File: src/rtl/convstart_pkg.sv
package convstart_pkg;

    typedef enum logic [2:0] {
        ST_HOLDOFF = 3'd0,
        ST_IDLE    = 3'd1,
        ST_START   = 3'd2,
        ST_CONV    = 3'd3,
        ST_WAIT    = 3'd4
    } seq_state_e;

    typedef struct packed {
        logic start;
        logic ready;
        logic drop;
        logic timeout;
    } seq_out_s;

    function automatic int max_of(input int a, input int b);
        return (a > b) ? a : b;
    endfunction

    function automatic int span_bits(input int v);
        return (v < 2) ? 1 : $clog2(v + 1);
    endfunction

endpackage

File: src/rtl/convstart_busy_sync.sv
module convstart_busy_sync #(
    parameter int STAGES = 2
) (
    input  logic clk_i,
    input  logic rst_i,
    input  logic busy_i,
    output logic fall_o
);
    logic [STAGES-1:0] chain_q;
    logic              last_q;

    always_ff @(posedge clk_i) begin
        if (rst_i) begin
            chain_q <= '0;
            last_q  <= 1'b0;
        end else begin
            chain_q <= {chain_q[STAGES-2:0], busy_i};
            last_q  <= chain_q[STAGES-1];
        end
    end

    assign fall_o = last_q & ~chain_q[STAGES-1];

    // a detected falling edge never repeats on the next cycle
    assert_fall_single_R6: assert property (@(posedge clk_i) disable iff (rst_i)
        fall_o |=> !fall_o)
        else $error("busy fall seen twice in a row");

endmodule

File: src/rtl/convstart_req.sv
module convstart_req #(
    parameter int RATE_CYC = 250
) (
    input  logic clk_i,
    input  logic rst_i,
    input  logic trig_i,
    input  logic free_run_i,
    output logic req_o
);
    import convstart_pkg::*;

    localparam int RW = span_bits(RATE_CYC);

    logic trig_d_q;
    logic tick;

    always_ff @(posedge clk_i) begin
        if (rst_i) trig_d_q <= 1'b0;
        else       trig_d_q <= trig_i;
    end

    generate
        if (RATE_CYC > 1) begin : g_timer
            localparam logic [RW-1:0] RATE_LAST = RW'(RATE_CYC - 1);
            logic [RW-1:0] rate_q;
            always_ff @(posedge clk_i) begin
                if (rst_i || !free_run_i)  rate_q <= '0;
                else if (rate_q == RATE_LAST) rate_q <= '0;
                else                       rate_q <= rate_q + 1'b1;
            end
            assign tick = free_run_i && (rate_q == RATE_LAST);
        end else begin : g_every
            assign tick = free_run_i;
        end
    endgenerate

    assign req_o = (trig_i & ~trig_d_q) | tick;

endmodule

File: src/rtl/convstart_fsm.sv
module convstart_fsm #(
    parameter int PULSE_CYC      = 3,
    parameter int HOLDOFF_CYC    = 2000,
    parameter int MIN_PERIOD_CYC = 200,
    parameter int BUSY_TMO_CYC   = 160
) (
    input  logic                     clk_i,
    input  logic                     rst_i,
    input  logic                     pwr_loss_i,
    input  logic                     req_i,
    input  logic                     busy_fall_i,
    output convstart_pkg::seq_out_s  out_o
);
    import convstart_pkg::*;

    localparam int CW = span_bits(max_of(max_of(HOLDOFF_CYC, MIN_PERIOD_CYC),
                                         max_of(BUSY_TMO_CYC, PULSE_CYC)));
    localparam logic [CW-1:0] HOLD_LAST  = CW'(HOLDOFF_CYC - 1);
    localparam logic [CW-1:0] PULSE_LAST = CW'(PULSE_CYC - 1);
    localparam logic [CW-1:0] TMO_LAST   = CW'(BUSY_TMO_CYC - 1);
    localparam logic [CW-1:0] PER_OPEN   = CW'(MIN_PERIOD_CYC - 2);
    localparam logic [CW-1:0] PER_CAP    = CW'(MIN_PERIOD_CYC - 1);

    seq_state_e     state_q, state_n;
    logic [CW-1:0]  cnt_q, cnt_n;
    logic [CW-1:0]  per_q, per_n;
    seq_out_s       out_q, out_n;

    always_comb begin
        state_n = state_q;
        cnt_n   = cnt_q + 1'b1;
        per_n   = (per_q == PER_CAP) ? per_q : per_q + 1'b1;
        out_n   = '0;
        if (pwr_loss_i) begin
            state_n    = ST_HOLDOFF;
            cnt_n      = '0;
            out_n.drop = req_i;
        end else begin
            case (state_q)
                ST_HOLDOFF: begin
                    out_n.drop = req_i;
                    if (cnt_q == HOLD_LAST) begin
                        state_n = ST_IDLE;
                        cnt_n   = '0;
                    end
                end
                ST_IDLE: begin
                    cnt_n = '0;
                    if (req_i) begin
                        state_n     = ST_START;
                        per_n       = '0;
                        out_n.start = 1'b1;
                    end
                end
                ST_START: begin
                    out_n.drop = req_i;
                    if (cnt_q == PULSE_LAST) begin
                        state_n = ST_CONV;
                        cnt_n   = '0;
                    end else begin
                        out_n.start = 1'b1;
                    end
                end
                ST_CONV: begin
                    out_n.drop = req_i;
                    if (busy_fall_i) begin
                        out_n.ready = 1'b1;
                        state_n     = ST_WAIT;
                        cnt_n       = '0;
                    end else if (cnt_q == TMO_LAST) begin
                        out_n.timeout = 1'b1;
                        state_n       = ST_WAIT;
                        cnt_n         = '0;
                    end
                end
                ST_WAIT: begin
                    out_n.drop = req_i;
                    cnt_n      = '0;
                    if (per_q >= PER_OPEN) state_n = ST_IDLE;
                end
                default: begin
                    state_n = ST_HOLDOFF;
                    cnt_n   = '0;
                end
            endcase
        end
    end

    always_ff @(posedge clk_i) begin
        if (rst_i) begin
            state_q <= ST_HOLDOFF;
            cnt_q   <= '0;
            per_q   <= '0;
            out_q   <= '0;
        end else begin
            state_q <= state_n;
            cnt_q   <= cnt_n;
            per_q   <= per_n;
            out_q   <= out_n;
        end
    end

    assign out_o = out_q;

    // ---- checker state for the timing assertions ----
    localparam logic [CW:0] HOLD_CAP = (CW+1)'(HOLDOFF_CYC);
    localparam logic [CW:0] GAP_CAP  = (CW+1)'(MIN_PERIOD_CYC);
    logic [CW:0] hold_age_q, gap_q, hi_len_q;
    logic        start_prev_q;

    always_ff @(posedge clk_i) begin
        if (rst_i) begin
            hold_age_q   <= '0;
            gap_q        <= GAP_CAP;
            hi_len_q     <= '0;
            start_prev_q <= 1'b0;
        end else begin
            if (pwr_loss_i)              hold_age_q <= '0;
            else if (hold_age_q != HOLD_CAP + 1'b1) hold_age_q <= hold_age_q + 1'b1;
            if (out_q.start && !start_prev_q) gap_q <= 1;
            else if (gap_q != GAP_CAP)        gap_q <= gap_q + 1'b1;
            hi_len_q     <= out_q.start ? hi_len_q + 1'b1 : '0;
            start_prev_q <= out_q.start;
        end
    end

    // a start edge only after the full holdoff
    assert_start_after_holdoff_R2: assert property (@(posedge clk_i) disable iff (rst_i)
        $rose(out_q.start) |-> hold_age_q > HOLD_CAP)
        else $error("start edge inside holdoff");

    // the pulse ends after exactly PULSE_CYC cycles unless power loss cut it
    assert_pulse_width_R3: assert property (@(posedge clk_i) disable iff (rst_i)
        ($fell(out_q.start) && !$past(pwr_loss_i)) |-> hi_len_q == (CW+1)'(PULSE_CYC))
        else $error("start pulse width wrong");

    // start edges are spaced by the minimum period
    assert_min_gap_R4: assert property (@(posedge clk_i) disable iff (rst_i)
        $rose(out_q.start) |-> gap_q >= GAP_CAP)
        else $error("start edges too close");

    // a drop pulse always answers a request
    assert_drop_has_req_R5: assert property (@(posedge clk_i) disable iff (rst_i)
        out_q.drop |-> $past(req_i))
        else $error("drop without request");

    // ready and timeout never together
    assert_ready_xor_tmo_R7: assert property (@(posedge clk_i) disable iff (rst_i)
        !(out_q.ready && out_q.timeout))
        else $error("ready and timeout together");

    // after power loss the active outputs are quiet
    assert_pwr_loss_quiet_R8: assert property (@(posedge clk_i) disable iff (rst_i)
        $past(pwr_loss_i) |-> (!out_q.start && !out_q.ready && !out_q.timeout))
        else $error("activity right after power loss");

endmodule

File: src/rtl/convstart_seq.sv
module convstart_seq #(
    parameter int PULSE_CYC      = 3,
    parameter int HOLDOFF_CYC    = 2000,
    parameter int MIN_PERIOD_CYC = 200,
    parameter int BUSY_TMO_CYC   = 160,
    parameter int RATE_CYC       = 250,
    parameter int SYNC_STAGES    = 2
) (
    input  logic clk_i,
    input  logic rst_i,
    input  logic pwr_loss_i,
    input  logic trig_i,
    input  logic free_run_i,
    input  logic busy_i,
    output logic start_o,
    output logic ready_o,
    output logic drop_o,
    output logic timeout_o
);
    import convstart_pkg::*;

    logic     req;
    logic     busy_fall;
    seq_out_s outs;

    convstart_req #(.RATE_CYC(RATE_CYC)) u_req (
        .clk_i      (clk_i),
        .rst_i      (rst_i),
        .trig_i     (trig_i),
        .free_run_i (free_run_i),
        .req_o      (req)
    );

    convstart_busy_sync #(.STAGES(SYNC_STAGES)) u_busy (
        .clk_i  (clk_i),
        .rst_i  (rst_i),
        .busy_i (busy_i),
        .fall_o (busy_fall)
    );

    convstart_fsm #(
        .PULSE_CYC      (PULSE_CYC),
        .HOLDOFF_CYC    (HOLDOFF_CYC),
        .MIN_PERIOD_CYC (MIN_PERIOD_CYC),
        .BUSY_TMO_CYC   (BUSY_TMO_CYC)
    ) u_fsm (
        .clk_i       (clk_i),
        .rst_i       (rst_i),
        .pwr_loss_i  (pwr_loss_i),
        .req_i       (req),
        .busy_fall_i (busy_fall),
        .out_o       (outs)
    );

    assign start_o   = outs.start;
    assign ready_o   = outs.ready;
    assign drop_o    = outs.drop;
    assign timeout_o = outs.timeout;

    // ready strobes are single cycles
    assert_ready_single_R6: assert property (@(posedge clk_i) disable iff (rst_i)
        ready_o |=> !ready_o)
        else $error("ready longer than one cycle");

endmodule

File: config.mk
export PLATFORM = sky130hd
export DESIGN_NAME = convstart_seq
export DESIGN_NICKNAME = d
export VERILOG_FILES = /design/src/rtl/convstart_pkg.sv /design/src/rtl/convstart_busy_sync.sv /design/src/rtl/convstart_req.sv /design/src/rtl/convstart_fsm.sv /design/src/rtl/convstart_seq.sv
export SDC_FILE = /design/constraint.sdc
export NUM_CORES = 1
export LEC_CHECK = 0
export BUFFER_PORTS_ARGS = -buffer_cell sky130_fd_sc_hd__buf_4
export CAP_MARGIN = 25
export CORE_MARGIN = 1.5
export CORE_UTILIZATION = 50
export DETAILED_ROUTE_END_ITERATION = 12
export GPL_TIMING_DRIVEN = 0
export PLACE_DENSITY = 0.67
export SYNTH_ARGS = -nofsm -noshare
export SYNTH_HDL_FRONTEND = slang
export SYNTH_SLANG_ARGS = --single-unit
File: constraint.sdc
create_clock -name clk_i -period 5.4 [get_ports clk_i]
set_clock_uncertainty 0.2 [all_clocks]
set_input_delay 0.27 -clock clk_i [delete_from_list [all_inputs] [get_ports clk_i]]
set_output_delay 0.27 -clock clk_i [all_outputs]
set_load 0.02 [all_outputs]
==> flow_summary.ini <==
[timing]
final-max-slew-violation-count = 0
setup_tns_ns = 0
report.final.hold_viol_count = 0
post-route-period-util_pct = 39.2
period_needed_ns = 2.12
worst_pin_slew_ns = 0.895
setup_violations = 0
rsz0062_at_grt = no
relSlewSlack_pct = 39.4
achievable-frequency_mhz = 472

[grt]
grt_pass1_wl_um = 5900
track_usage_pct = 18.1
first_global_vias = 1404
antenna_found_initial = 0
total_grt_overflow = 0
grt_start_max_net_pins = 14

[power]
ir_worst_vdd_uv = 209
report.power.total_mw = 0.539
static-leakage-power_nw = 0.790
power.density_cell_area_nw_per_um2 = 252

[synthesis]
synth_enable_flop_cells = 0
synthesis.area_per_instance_um2 = 9.00
post_synth_mux_area_share_pct = 0.527
syn_nets = 223
synth_simple_gate_area_share_pct = 31.6
synth.lib_cells_used.distinct = 44
area_share_of_xor_xnor_cells_in_the_synthesized_design_pct = 9.69
largest_family_of_logic_cells_by_synthesized_area = simple AND/OR/NAND/NOR gates
synthesized_area_fraction_occupied_by_ao_oa_aoi_and_oai_cells_pct = 8.57
ys_warn_count = 0
netlist_instances = 211
adder_cell_share_of_the_synthesized_area_pct = 3.96
seq_area_frac_synth_pct = 43.2
ys_ff_latch = 41
synth-async-reset-ratio_pct = 0
post_synth_instance_area_um2 = 1900
ys_dominant_reg_cell = sky130_fd_sc_hd__dfxtp_1

[drt]
drt_iter0_markers = 62
post-route-drc-count = 0
routed_wire_length_per_instance_um = 11.8
routed_wirelength_um = 3270
dr_total_vias = 1445
route.detailed.vias_per_inst = 5.20
firstDrtPassIters = 4
final_antenna_net_count = 0

[final_layout]
ff_latch_area_um2 = 821
antenna_cells = 0
fin_nets = 241
layout-drive-gt1-share_pct = 13.5
leading_cell_type_in_the_layout_fill_and_taps_excluded = sky130_fd_sc_hd__dfxtp_1
filler_cell_count = 330
area_growth_syn_to_layout_pct = 12.9
area_of_combinational_cells_with_multiple_inputs_um2 = 1030
mostFrequentLayoutCells = sky130_fd_sc_hd__dfxtp_1 (41), sky130_fd_sc_hd__nor2_1 (38), sky130_fd_sc_hd__nand3_1 (17)

[clocking]
cts_setup_buffers = 0
cts_sinks = 41
ctsHtreeMaxLevel = 2
clock_insertion_delay_worst_skew_ns = 0.29
ctsLongestPathBuffers = 2
cts_tree = done
numCtsBuffers = 5
clock_tree.root_cell = sky130_fd_sc_hd__clkbuf_8
cts_clock_pin_slew_for_the_worst_setup_and_hold_paths_ns = 0.08

[critical_path]
timing.reg2reg.worst_path_depth = 7
timing.critical_path.from_type = flop
worst_setup_end_kind = flop
critical_path_peak_fanout = 10
ff2ff_setup_slack_ns = 3.28
endpoint_of_the_lowest_slack_register_to_register_path = u_fsm.cnt_q[7]$_SDFF_PP0_
worst-endpoint-required_ns = 5.36
crit-reg2reg-launch = u_fsm.cnt_q[0]$_SDFF_PP0_
timing.critical_path.arrival_ns = 2.08
timing_worst_setup_path_type = flop to flop

[die]
area_of_the_placeable_core_um2 = 3660
initial_utilization_pct = 51.8
fp.dieH_um = 64.6
die_ar_um2 = 4170
fp-row-count = 22
die_extent_in_x_um = 64.6
ioPinCount = 10

[worst_hold_path]
hold_depth = 3
timing.hold.worst.class = input pin to flop
min-delay-start = trig_i
worst_hold_path.endpoint = u_req.trig_d_q$_SDFF_PP0_

[place]
post-dp-hpwl_um = 2410
buffer_ports.inserted = 9
place_congestion = 0.871

[run_status]
status = completed

[flow_run]
timing.max_cap.violations = 0
## sequential cells by signal, summed over array words and instances, names as in the netlist
name	flops
u_fsm.cnt_q	11
u_fsm.per_q	11
u_req.g_timer.rate_q	8
u_fsm.out_o	4
u_fsm.state_q	3
u_busy.chain_q	2
u_busy.last_q	1
u_req.trig_d_q	1
## kinds of logic after synthesis
group                    Yosys count
AO/OA/AOI/OAI                     23
XOR/XNOR                          21
adder cells (fa/ha/maj)            6
buffers and inverters             10
flip-flops                        41
multiplexers                       1
AND/OR/NAND/NOR                  109
## what timing repair did
item | in CTS | in global routing
hold buffers | 2 | 0
gates resized for setup | 0 | 0
hold endpoints to repair | 4 | 0
## final cells by class
class,instances,area share [%]
well taps,48,2.80
inverters,8,1.40
plain buffers,2,0.701
clock buffers,6,3.86
repair buffers,11,4.09
flip-flops and latches,41,38.3
multi-input cells,160,48.2
clock inverters,2,0.643
## how the worst max path moves through the flow
| stage | startpoint | end | slack [ns] | cells after the start |
|---|---|---|---|---|
| finish | u_fsm.cnt_q[0]$_SDFF_PP0_ | u_fsm.cnt_q[7]$_SDFF_PP0_ | 3.28 | 7 |
| global route | u_req.g_timer.rate_q[0]$_SDFF_PP0_ | u_fsm.per_q[10]$_SDFF_PP0_ | 3.12 | 7 |
| CTS | u_fsm.cnt_q[0]$_SDFF_PP0_ | u_fsm.cnt_q[7]$_SDFF_PP0_ | 3.26 | 7 |
| detailed placement | u_fsm.cnt_q[0]$_SDFF_PP0_ | u_fsm.cnt_q[10]$_SDFF_PP0_ | 3.30 | 7 |
| global placement | u_fsm.cnt_q[0]$_SDFF_PP0_ | u_fsm.cnt_q[9]$_SDFF_PP0_ | 3.33 | 7 |
| floorplan | u_fsm.cnt_q[0]$_SDFF_PP0_ | u_fsm.cnt_q[10]$_SDFF_PP0_ | 3.51 | 7 |
## critical path: stages (launching register included)
cell	delay, ns
sky130_fd_sc_hd__dfxtp_1	0.35
sky130_fd_sc_hd__inv_1	0.07
sky130_fd_sc_hd__ha_1	0.13
sky130_fd_sc_hd__or4b_1	0.49
sky130_fd_sc_hd__nor4_4	0.25
sky130_fd_sc_hd__a21oi_2	0.13
sky130_fd_sc_hd__o21ai_4	0.28
sky130_fd_sc_hd__nor2_1	0.10
## stage by stage
stage	cells	utilization (%)	hold WS, ns	instance area (µm²)	worst slack [ns]
after floorplan	211	-	0.137	1900	3.51
after global placement	268	55.3	0.223	2030	3.33
after detailed placement	268	55.3	0.229	2030	3.30
after CTS	278	58.5	0.000366	2140	3.26
after global routing	278	58.5	0.0145	2140	3.12
final	278	58.5	0.00830	2140	3.28
## synth_stat cells (2+ instances only)
library cell	instances	share of area, %
sky130_fd_sc_hd__a21oi_1	8	2.1
sky130_fd_sc_hd__and3_1	4	1.3
sky130_fd_sc_hd__dfxtp_1	41	43
sky130_fd_sc_hd__ha_1	6	4.0
sky130_fd_sc_hd__inv_1	8	1.6
sky130_fd_sc_hd__nand2_1	12	2.4
sky130_fd_sc_hd__nand3_1	17	4.5
sky130_fd_sc_hd__nand4_1	4	1.3
sky130_fd_sc_hd__nor2_1	38	7.5
sky130_fd_sc_hd__nor2b_1	4	1.3
sky130_fd_sc_hd__nor3_1	10	2.6
sky130_fd_sc_hd__nor3b_1	2	0.79
sky130_fd_sc_hd__nor4_4	2	2.2
sky130_fd_sc_hd__o21ai_0	2	0.53
sky130_fd_sc_hd__o22ai_1	3	0.99
sky130_fd_sc_hd__or2_2	2	0.66
sky130_fd_sc_hd__or4b_1	2	1.1
sky130_fd_sc_hd__xnor2_1	11	5.1
sky130_fd_sc_hd__xor2_1	10	4.6
## power breakdown
part	leakage (nW)	internal (mW)	total, mW	switching, mW
Clock	0.0512	0.103	0.204	0.100
Sequential	0.332	0.307	0.312	0.00455
Combinational	0.406	0.0107	0.0238	0.0131
Total	0.790	0.421	0.539	0.118
## metal layers
metal | track usage [%] | vias up | wire (µm)
met1 | 23.7 | 662 | 1710
li1 | - | 760 | -
met2 | 28.6 | 18 | 1440
met4 | 7.18 | 0 | 29
met3 | 4.69 | 5 | 98
met5 | 0 | - | 0
Power figures use the tool's default switching activity.
